## src/rtl/hpd_pkg.sv

```systemverilog
package hpd_pkg;

    typedef enum logic [1:0] {
        HIT_NONE  = 2'd0,
        HIT_FIXED = 2'd1,
        HIT_WIN   = 2'd2,
        HIT_SUB   = 2'd3
    } hit_kind_e;

    // register group selected by address bits 7:6
    localparam logic [1:0] GRP_CTRL    = 2'd0;
    localparam logic [1:0] GRP_IO_WIN  = 2'd1;
    localparam logic [1:0] GRP_MEM_BAS = 2'd2;
    localparam logic [1:0] GRP_MEM_LEN = 2'd3;

    localparam logic [7:0] ADDR_ENABLES = 8'h00;
    localparam logic [7:0] ADDR_CONTROL = 8'h04;

    localparam int FIX_COUNT   = 3;
    localparam int IO_EN_LSB   = 8;
    localparam int MEM_EN_LSB  = 16;
    localparam int SUB_EN_BIT  = 2;
    localparam int SUB_TGT_LSB = 3;

    localparam logic [15:0] PORT_POST  = 16'h0080;
    localparam logic [15:0] PORT_KBD_A = 16'h0060;
    localparam logic [15:0] PORT_KBD_B = 16'h0064;
    localparam logic [15:0] PORT_CFG_A = 16'h002E;
    localparam logic [15:0] PORT_CFG_B = 16'h002F;

endpackage

```

## src/rtl/hpd_regfile.sv

```systemverilog
module hpd_regfile
    import hpd_pkg::*;
#(
    parameter int NIO  = 4,
    parameter int NMEM = 4
) (
    input  logic                      clk,
    input  logic                      rst_n,
    input  logic                      wr,
    input  logic [7:0]                addr,
    input  logic [31:0]               wdata,
    output logic [31:0]               rdata,
    output logic [FIX_COUNT-1:0]      fx_en,
    output logic [NIO-1:0]            io_en,
    output logic [NMEM-1:0]           mem_en,
    output logic                      sub_en,
    output logic [1:0]                sub_tgt,
    output logic [NIO-1:0][15:0]      io_base,
    output logic [NIO-1:0][7:0]       io_len_m1,
    output logic [NMEM-1:0][31:0]     mem_base,
    output logic [NMEM-1:0][15:0]     mem_len_m1
);

    typedef struct packed {
        logic [FIX_COUNT-1:0]  fx;
        logic [NIO-1:0]        ioen;
        logic [NMEM-1:0]       memen;
        logic                  sub;
        logic [1:0]            tgt;
        logic [NIO-1:0][15:0]  iob;
        logic [NIO-1:0][7:0]   iol;
        logic [NMEM-1:0][31:0] mb;
        logic [NMEM-1:0][15:0] ml;
    } rf_t;

    rf_t        rf_d, rf_q;
    logic [1:0] grp;
    logic [3:0] sel;

    assign grp = addr[7:6];
    assign sel = addr[5:2];

    always_comb begin
        rf_d = rf_q;
        if (wr) begin
            case (grp)
                GRP_CTRL: begin
                    if (sel == 4'd0) begin
                        rf_d.fx    = wdata[FIX_COUNT-1:0];
                        rf_d.ioen  = wdata[IO_EN_LSB +: NIO];
                        rf_d.memen = wdata[MEM_EN_LSB +: NMEM];
                    end else if (sel == 4'd1) begin
                        rf_d.sub = wdata[SUB_EN_BIT];
                        rf_d.tgt = wdata[SUB_TGT_LSB +: 2];
                    end
                end
                GRP_IO_WIN: begin
                    for (int i = 0; i < NIO; i++) begin
                        if (sel == 4'(i)) begin
                            rf_d.iob[i] = wdata[15:0];
                            rf_d.iol[i] = wdata[23:16];
                        end
                    end
                end
                GRP_MEM_BAS: begin
                    for (int j = 0; j < NMEM; j++) begin
                        if (sel == 4'(j)) rf_d.mb[j] = wdata;
                    end
                end
                default: begin
                    for (int j = 0; j < NMEM; j++) begin
                        if (sel == 4'(j)) rf_d.ml[j] = wdata[15:0];
                    end
                end
            endcase
        end
    end

    always_ff @(posedge clk) begin
        if (!rst_n) rf_q <= '0;
        else        rf_q <= rf_d;
    end

    always_comb begin
        rdata = '0;
        case (grp)
            GRP_CTRL: begin
                if (sel == 4'd0) begin
                    rdata[FIX_COUNT-1:0]       = rf_q.fx;
                    rdata[IO_EN_LSB +: NIO]    = rf_q.ioen;
                    rdata[MEM_EN_LSB +: NMEM]  = rf_q.memen;
                end else if (sel == 4'd1) begin
                    rdata[SUB_EN_BIT]          = rf_q.sub;
                    rdata[SUB_TGT_LSB +: 2]    = rf_q.tgt;
                end
            end
            GRP_IO_WIN: begin
                for (int i = 0; i < NIO; i++) begin
                    if (sel == 4'(i)) rdata = {8'h00, rf_q.iol[i], rf_q.iob[i]};
                end
            end
            GRP_MEM_BAS: begin
                for (int j = 0; j < NMEM; j++) begin
                    if (sel == 4'(j)) rdata = rf_q.mb[j];
                end
            end
            default: begin
                for (int j = 0; j < NMEM; j++) begin
                    if (sel == 4'(j)) rdata = {16'h0000, rf_q.ml[j]};
                end
            end
        endcase
    end

    assign fx_en      = rf_q.fx;
    assign io_en      = rf_q.ioen;
    assign mem_en     = rf_q.memen;
    assign sub_en     = rf_q.sub;
    assign sub_tgt    = rf_q.tgt;
    assign io_base    = rf_q.iob;
    assign io_len_m1  = rf_q.iol;
    assign mem_base   = rf_q.mb;
    assign mem_len_m1 = rf_q.ml;

endmodule

```

## src/rtl/hpd_win_match.sv

```systemverilog
module hpd_win_match #(
    parameter int N  = 4,
    parameter int AW = 16,
    parameter int SW = 8
) (
    input  logic [N-1:0]         en,
    input  logic [N-1:0][AW-1:0] base,
    input  logic [N-1:0][SW-1:0] len_m1,
    input  logic [AW-1:0]        addr,
    output logic [N-1:0]         hit
);

    for (genvar g = 0; g < N; g++) begin : g_win
        logic [AW:0] last;
        // one extra bit so a window reaching past the top does not wrap
        assign last   = {1'b0, base[g]} + (AW+1)'(len_m1[g]);
        assign hit[g] = en[g] && (addr >= base[g]) && ({1'b0, addr} <= last);
    end

endmodule

```

## src/rtl/hpd_prio.sv

```systemverilog
module hpd_prio #(
    parameter int N  = 4,
    parameter int IW = 2
) (
    input  logic [N-1:0]  req,
    output logic          any,
    output logic [IW-1:0] idx
);

    always_comb begin
        any = 1'b0;
        idx = '0;
        for (int i = N - 1; i >= 0; i--) begin
            if (req[i]) begin
                any = 1'b1;
                idx = IW'(i);
            end
        end
    end

endmodule

```

## src/rtl/hpd_decoder.sv

```systemverilog
module hpd_decoder
    import hpd_pkg::*;
#(
    parameter int NIO  = 4,
    parameter int NMEM = 4,
    localparam int NMAX = (NIO > NMEM) ? NIO : NMEM,
    localparam int IDXW = (NMAX > 4) ? $clog2(NMAX) : 2
) (
    input  logic            clk,
    input  logic            rst_n,
    input  logic            reg_wr,
    input  logic [7:0]      reg_addr,
    input  logic [31:0]     reg_wdata,
    output logic [31:0]     reg_rdata,
    input  logic            cyc_valid,
    input  logic            cyc_is_mem,
    input  logic            cyc_single,
    input  logic [31:0]     cyc_addr,
    output logic            claim,
    output logic [1:0]      claim_kind,
    output logic [IDXW-1:0] claim_idx
);

    typedef struct packed {
        logic            claim;
        hit_kind_e       kind;
        logic [IDXW-1:0] idx;
    } res_t;

    logic [FIX_COUNT-1:0]  fx_en;
    logic [NIO-1:0]        io_en;
    logic [NMEM-1:0]       mem_en;
    logic                  sub_en;
    logic [1:0]            sub_tgt;
    logic [NIO-1:0][15:0]  io_base;
    logic [NIO-1:0][7:0]   io_len_m1;
    logic [NMEM-1:0][31:0] mem_base;
    logic [NMEM-1:0][15:0] mem_len_m1;

    hpd_regfile #(.NIO(NIO), .NMEM(NMEM)) u_regs (
        .clk        (clk),
        .rst_n      (rst_n),
        .wr         (reg_wr),
        .addr       (reg_addr),
        .wdata      (reg_wdata),
        .rdata      (reg_rdata),
        .fx_en      (fx_en),
        .io_en      (io_en),
        .mem_en     (mem_en),
        .sub_en     (sub_en),
        .sub_tgt    (sub_tgt),
        .io_base    (io_base),
        .io_len_m1  (io_len_m1),
        .mem_base   (mem_base),
        .mem_len_m1 (mem_len_m1)
    );

    logic                 io_cyc, mem_cyc;
    logic [15:0]          port;
    logic [FIX_COUNT-1:0] fix_hit;

    assign io_cyc  = cyc_valid & ~cyc_is_mem;
    assign mem_cyc = cyc_valid &  cyc_is_mem;
    assign port    = cyc_addr[15:0];

    assign fix_hit[0] = io_cyc & cyc_single & fx_en[0] & (port == PORT_POST);
    assign fix_hit[1] = io_cyc & cyc_single & fx_en[1] &
                        ((port == PORT_KBD_A) | (port == PORT_KBD_B));
    assign fix_hit[2] = io_cyc & cyc_single & fx_en[2] &
                        ((port == PORT_CFG_A) | (port == PORT_CFG_B));

    logic [NIO-1:0]  io_hit;
    logic [NMEM-1:0] mem_hit;

    hpd_win_match #(.N(NIO), .AW(16), .SW(8)) u_io_match (
        .en     (io_en & {NIO{io_cyc}}),
        .base   (io_base),
        .len_m1 (io_len_m1),
        .addr   (port),
        .hit    (io_hit)
    );

    hpd_win_match #(.N(NMEM), .AW(32), .SW(16)) u_mem_match (
        .en     (mem_en & {NMEM{mem_cyc}}),
        .base   (mem_base),
        .len_m1 (mem_len_m1),
        .addr   (cyc_addr),
        .hit    (mem_hit)
    );

    logic            io_any, mem_any;
    logic [IDXW-1:0] io_idx, mem_idx;

    hpd_prio #(.N(NIO), .IW(IDXW)) u_io_prio (
        .req (io_hit),
        .any (io_any),
        .idx (io_idx)
    );

    hpd_prio #(.N(NMEM), .IW(IDXW)) u_mem_prio (
        .req (mem_hit),
        .any (mem_any),
        .idx (mem_idx)
    );

    res_t res_d, res_q;

    always_comb begin
        res_d = '0;
        if (|fix_hit) begin
            res_d.claim = 1'b1;
            res_d.kind  = HIT_FIXED;
            res_d.idx   = fix_hit[0] ? IDXW'(0) : (fix_hit[1] ? IDXW'(1) : IDXW'(2));
        end else if (io_any) begin
            res_d.claim = 1'b1;
            res_d.kind  = HIT_WIN;
            res_d.idx   = io_idx;
        end else if (mem_any) begin
            res_d.claim = 1'b1;
            res_d.kind  = HIT_WIN;
            res_d.idx   = mem_idx;
        end else if (cyc_valid && sub_en) begin
            res_d.claim = 1'b1;
            res_d.kind  = HIT_SUB;
            res_d.idx   = IDXW'(sub_tgt);
        end
    end

    always_ff @(posedge clk) begin
        if (!rst_n) res_q <= '0;
        else        res_q <= res_d;
    end

    assign claim      = res_q.claim;
    assign claim_kind = res_q.kind;
    assign claim_idx  = res_q.idx;

endmodule

```

## config.mk

```make
export PLATFORM = sky130hd
export DESIGN_NAME = hpd_decoder
export DESIGN_NICKNAME = d
export VERILOG_FILES = /design/src/rtl/hpd_pkg.sv /design/src/rtl/hpd_regfile.sv /design/src/rtl/hpd_win_match.sv /design/src/rtl/hpd_prio.sv /design/src/rtl/hpd_decoder.sv
export SDC_FILE = /design/constraint.sdc
export NUM_CORES = 2
export LEC_CHECK = 0
export ABC_CLOCK_PERIOD_IN_PS = 5300
export BUFFER_PORTS_ARGS = -buffer_cell sky130_fd_sc_hd__buf_2
export CORE_MARGIN = 1.5
export CORE_UTILIZATION = 50
export DETAILED_ROUTE_END_ITERATION = 7
export GPL_TIMING_DRIVEN = 1
export PLACE_DENSITY = 0.67
export SLEW_MARGIN = 30
export SYNTH_ARGS = -nofsm -noshare
export SYNTH_HDL_FRONTEND = slang
export SYNTH_SLANG_ARGS = --single-unit
```

## constraint.sdc

```tcl
create_clock -name clk -period 5.3 [get_ports clk]
set_input_delay 0.265 -clock clk [delete_from_list [all_inputs] [get_ports clk]]
set_output_delay 0.265 -clock clk [all_outputs]
set_load 0.02 [all_outputs]
```

==> run_results.csv <==
group,metric,value,unit
yosys,syn_inst,3688,
cts,htreeDepth,2,
pwr,vdd_drop_max,0.230,mV
cts,cts.clk_slew.worst_paths,60,ps
yosys,synth_ff_type,"dfxtp_1",
timing,tns,0,ps
pwr,combPwrFrac,15.0,%
cts,postCtsSetupBuffers,0,
routing,wl_per_cell,24.4,um
die,row_count,85,
timing,rsz0062_at_grt,"false",
timing,clock_skew,19.4,ps
global_route,grt.total_usage,37.6,%
routing,vias_per_cell,6.31,
cts,clk_latency,570,ps
die,start_util,51.0,%
routing,wirelength,109000,um
cts,clock_path_buffers,3,
place,port_buffers,112,
yosys,yosysWarnings,0,
yosys,syn_avg_cell_area,7.49,um^2
timing,setup_viol,0,
yosys,synth-seq-cells,307,
yosys,synthTopCellsByCount,"nand2_1, a21oi_1, ha_1",
timing,min_period,4950,ps
cts,cts_root_buffer,"clkbuf_16",
setup_path,crit_arrival,5380,ps
setup_path,worstSetupStartpointType,"register",
timing,tightest_slew,1040,ps
cells_and_area,drive_gt1_share,7.06,%
timing,max_freq,202,MHz
setup_path,worstSetupPathType,"register to register",
die,io_pins,115,
yosys,syn_area,27600,um^2
pwr,internal_power,4120,uW
routing,drc,0,
global_route,overflow,0,
run,cap_viol_max_count,0,
routing,first_pass_iters,6,
die,coreArea,54200,um^2
yosys,synth_nets,4259,
pwr,p_switching,1700,uW
hold_path,hold_path.class,"input port to register",
yosys,synth_seq_area_share,22.2,%
cells_and_area,num-fill-cells,5287,
yosys,async_reset_ff_share,0,%
routing,ant_nets,0,
setup_path,cp.required,5730,ps
pwr,power.total,5820,uW
setup_path,critPathCaptureType,"register",
global_route,grt_pass1_vias,25615,
pwr,p_leak,0.0112,uW
pwr,power_switching_share,29.2,%
timing,maxSlewHeadroom,30.8,%
timing,hold_violations,0,
yosys,yosysUniqueCellTypes,86,
cts,cts_tree,"done",
place,placedCellCount,4380,
die,chipHeight,238,um
place,place_congestion,1.02,
timing,slew_violations,0,
die,fp.dieW,238,um
die,die-area,56700,um^2
routing,vias,28119,
global_route,antenna_found_initial,3,
global_route,grt_max_degree,191,
yosys,synth_top_area_share,22.2,%
yosys,yosysMostFrequentCell,"nand2_1",
yosys,synth.area.top_cells,"dfxtp_1, ha_1, nand2_1, a21oi_1, xnor2_1",
yosys,synth_edf_count,0,
global_route,grt_pass1_wl,160000,um
pwr,power-per-cell-area,193,nW/um^2
routing,drt_iter0_markers,2823,
pwr,clkPwrFrac,45.0,%
yosys,yosys.area.top_type,"dfxtp_1",
cells_and_area,nNetsFinal,4301,
pwr,p_seq_share,40.0,%
place,dp_hpwl,82900,um
timing,period_share,93.4,%
cts,cts_buffers,38,
setup_path,critPathMaxFanout,7,
cells_and_area,final_cells,4453,
cells_and_area,final_util,55.7,%
cells_and_area,areaGrowthSynthToFinish,9.21,%
cts,clock_sinks,307,
timing,whs,18.9,ps
outcome,status,"finished, final reports clean",
[layout make-up]
cell class,count,area [um^2],area share [%]
timing repair buffer,172,1040,3.44
clock inverter,8,73.8,0.245
tap,696,871,2.88
multi-input combinational,2978,20000,66.3
clock buffer,57,1140,3.79
inverter,233,887,2.94
sequential,307,6150,20.4
antenna,2,5.00,0.0166
[routing by layer]
metal | track usage [%] | vias to the layer above | part of all wire [%]
li1 | - | 13251 | -
met1 | 50.4 | 13215 | 41
met2 | 56.8 | 1379 | 42
met3 | 7.55 | 272 | 10
met4 | 19.5 | 2 | 5.9
met5 | 0 | - | 0.0083
[placed cells by master, fill, tap and decap left out, types with 39 or more instances in the layout]
cell	n
nand3_1	85
a21oi_1	488
nand4_1	71
dfxtp_1	307
a21o_1	63
nor3_1	54
o21ai_0	91
xnor2_1	140
buf_4	53
inv_1	228
ha_1	484
buf_2	112
a221oi_1	58
nand2_1	753
clkbuf_16	39
o221ai_1	40
nor2_1	154
[per-stage QoR]
stage | worst slack, ps | area (um^2)
detailed placement | 377 | 28900
finish | 352 | 30200
CTS | 356 | 30200
global placement | 399 | 28900
global route | 33.4 | 30200
floorplan | 1120 | 27600
[state kept, by name, indices dropped and copies added, names as in the netlist]
signal and cells:
u_regs.mem_base 128, u_regs.io_base 64, u_regs.mem_len_m1 64, u_regs.io_len_m1 32, u_regs.io_en 4, u_regs.mem_en 4, u_regs.fx_en 3, claim_idx 2
claim_kind 2, u_regs.sub_tgt 2, claim 1, u_regs.sub_en 1
[worst paths after layout]
kind                                           from  slack, ps  cells after the start                                end
setup / recovery   u_regs.mem_base[96]$_SDFFE_PN0P_        350                     25            claim_idx[0]$_SDFF_PN0_
hold reg to reg   u_regs.mem_base[116]$_SDFFE_PN0P_        470                      2  u_regs.mem_base[116]$_SDFFE_PN0P_
hold / removal                        reg_wdata[27]         20                      3   u_regs.mem_base[59]$_SDFFE_PN0P_
setup reg to reg   u_regs.mem_base[96]$_SDFFE_PN0P_        350                     25            claim_idx[0]$_SDFF_PN0_
[worst max-delay path, stage by stage (launching register included)]
cell and delay, ps:
dfxtp_1 410, ha_1 200, inv_1 60, fa_1 410
nor2b_1 180, o31a_1 240, o21ai_1 200, nand2_1 160
a21o_1 130, nand2_1 60, a21oi_1 160, buf_4 170
nand4_1 130, xnor2_1 170, ha_1 300, nand3_1 120
nor4_1 420, a221o_1 230, a211o_1 120, o22ai_1 100
o22ai_1 190, buf_4 160, a2bb2oi_1 60, buf_4 180
o211ai_1 170, o211ai_1 100
[power groups by stage]
stage	logic (uW)	registers [uW]	clock network (uW)
2_1_floorplan	476	2380	0
3_3_place_gp	827	2380	0
3_5_place_dp	838	2380	0
4_1_cts	846	2330	2620
5_1_grt	940	2330	2710
6_report	874	2330	2620
[logic make-up after synthesis]
kind of cell | count (synthesis) | share of synthesized area (%)
multiplexers | 38 | 1.38
buffers and inverters | 403 | 5.54
AND/OR/NAND/NOR | 1257 | 19.8
flip-flops | 307 | 22.2
adder cells (fa/ha/maj) | 493 | 22.5
XOR/XNOR | 168 | 5.32
AO/OA/AOI/OAI | 1022 | 23.2
[what timing repair did]
item,CTS,global route
hold endpoints to repair,17,0
setup endpoints to repair,0,2
hold buffers,6,0
resized for setup,0,2
(Power assumes the default switching activity.)
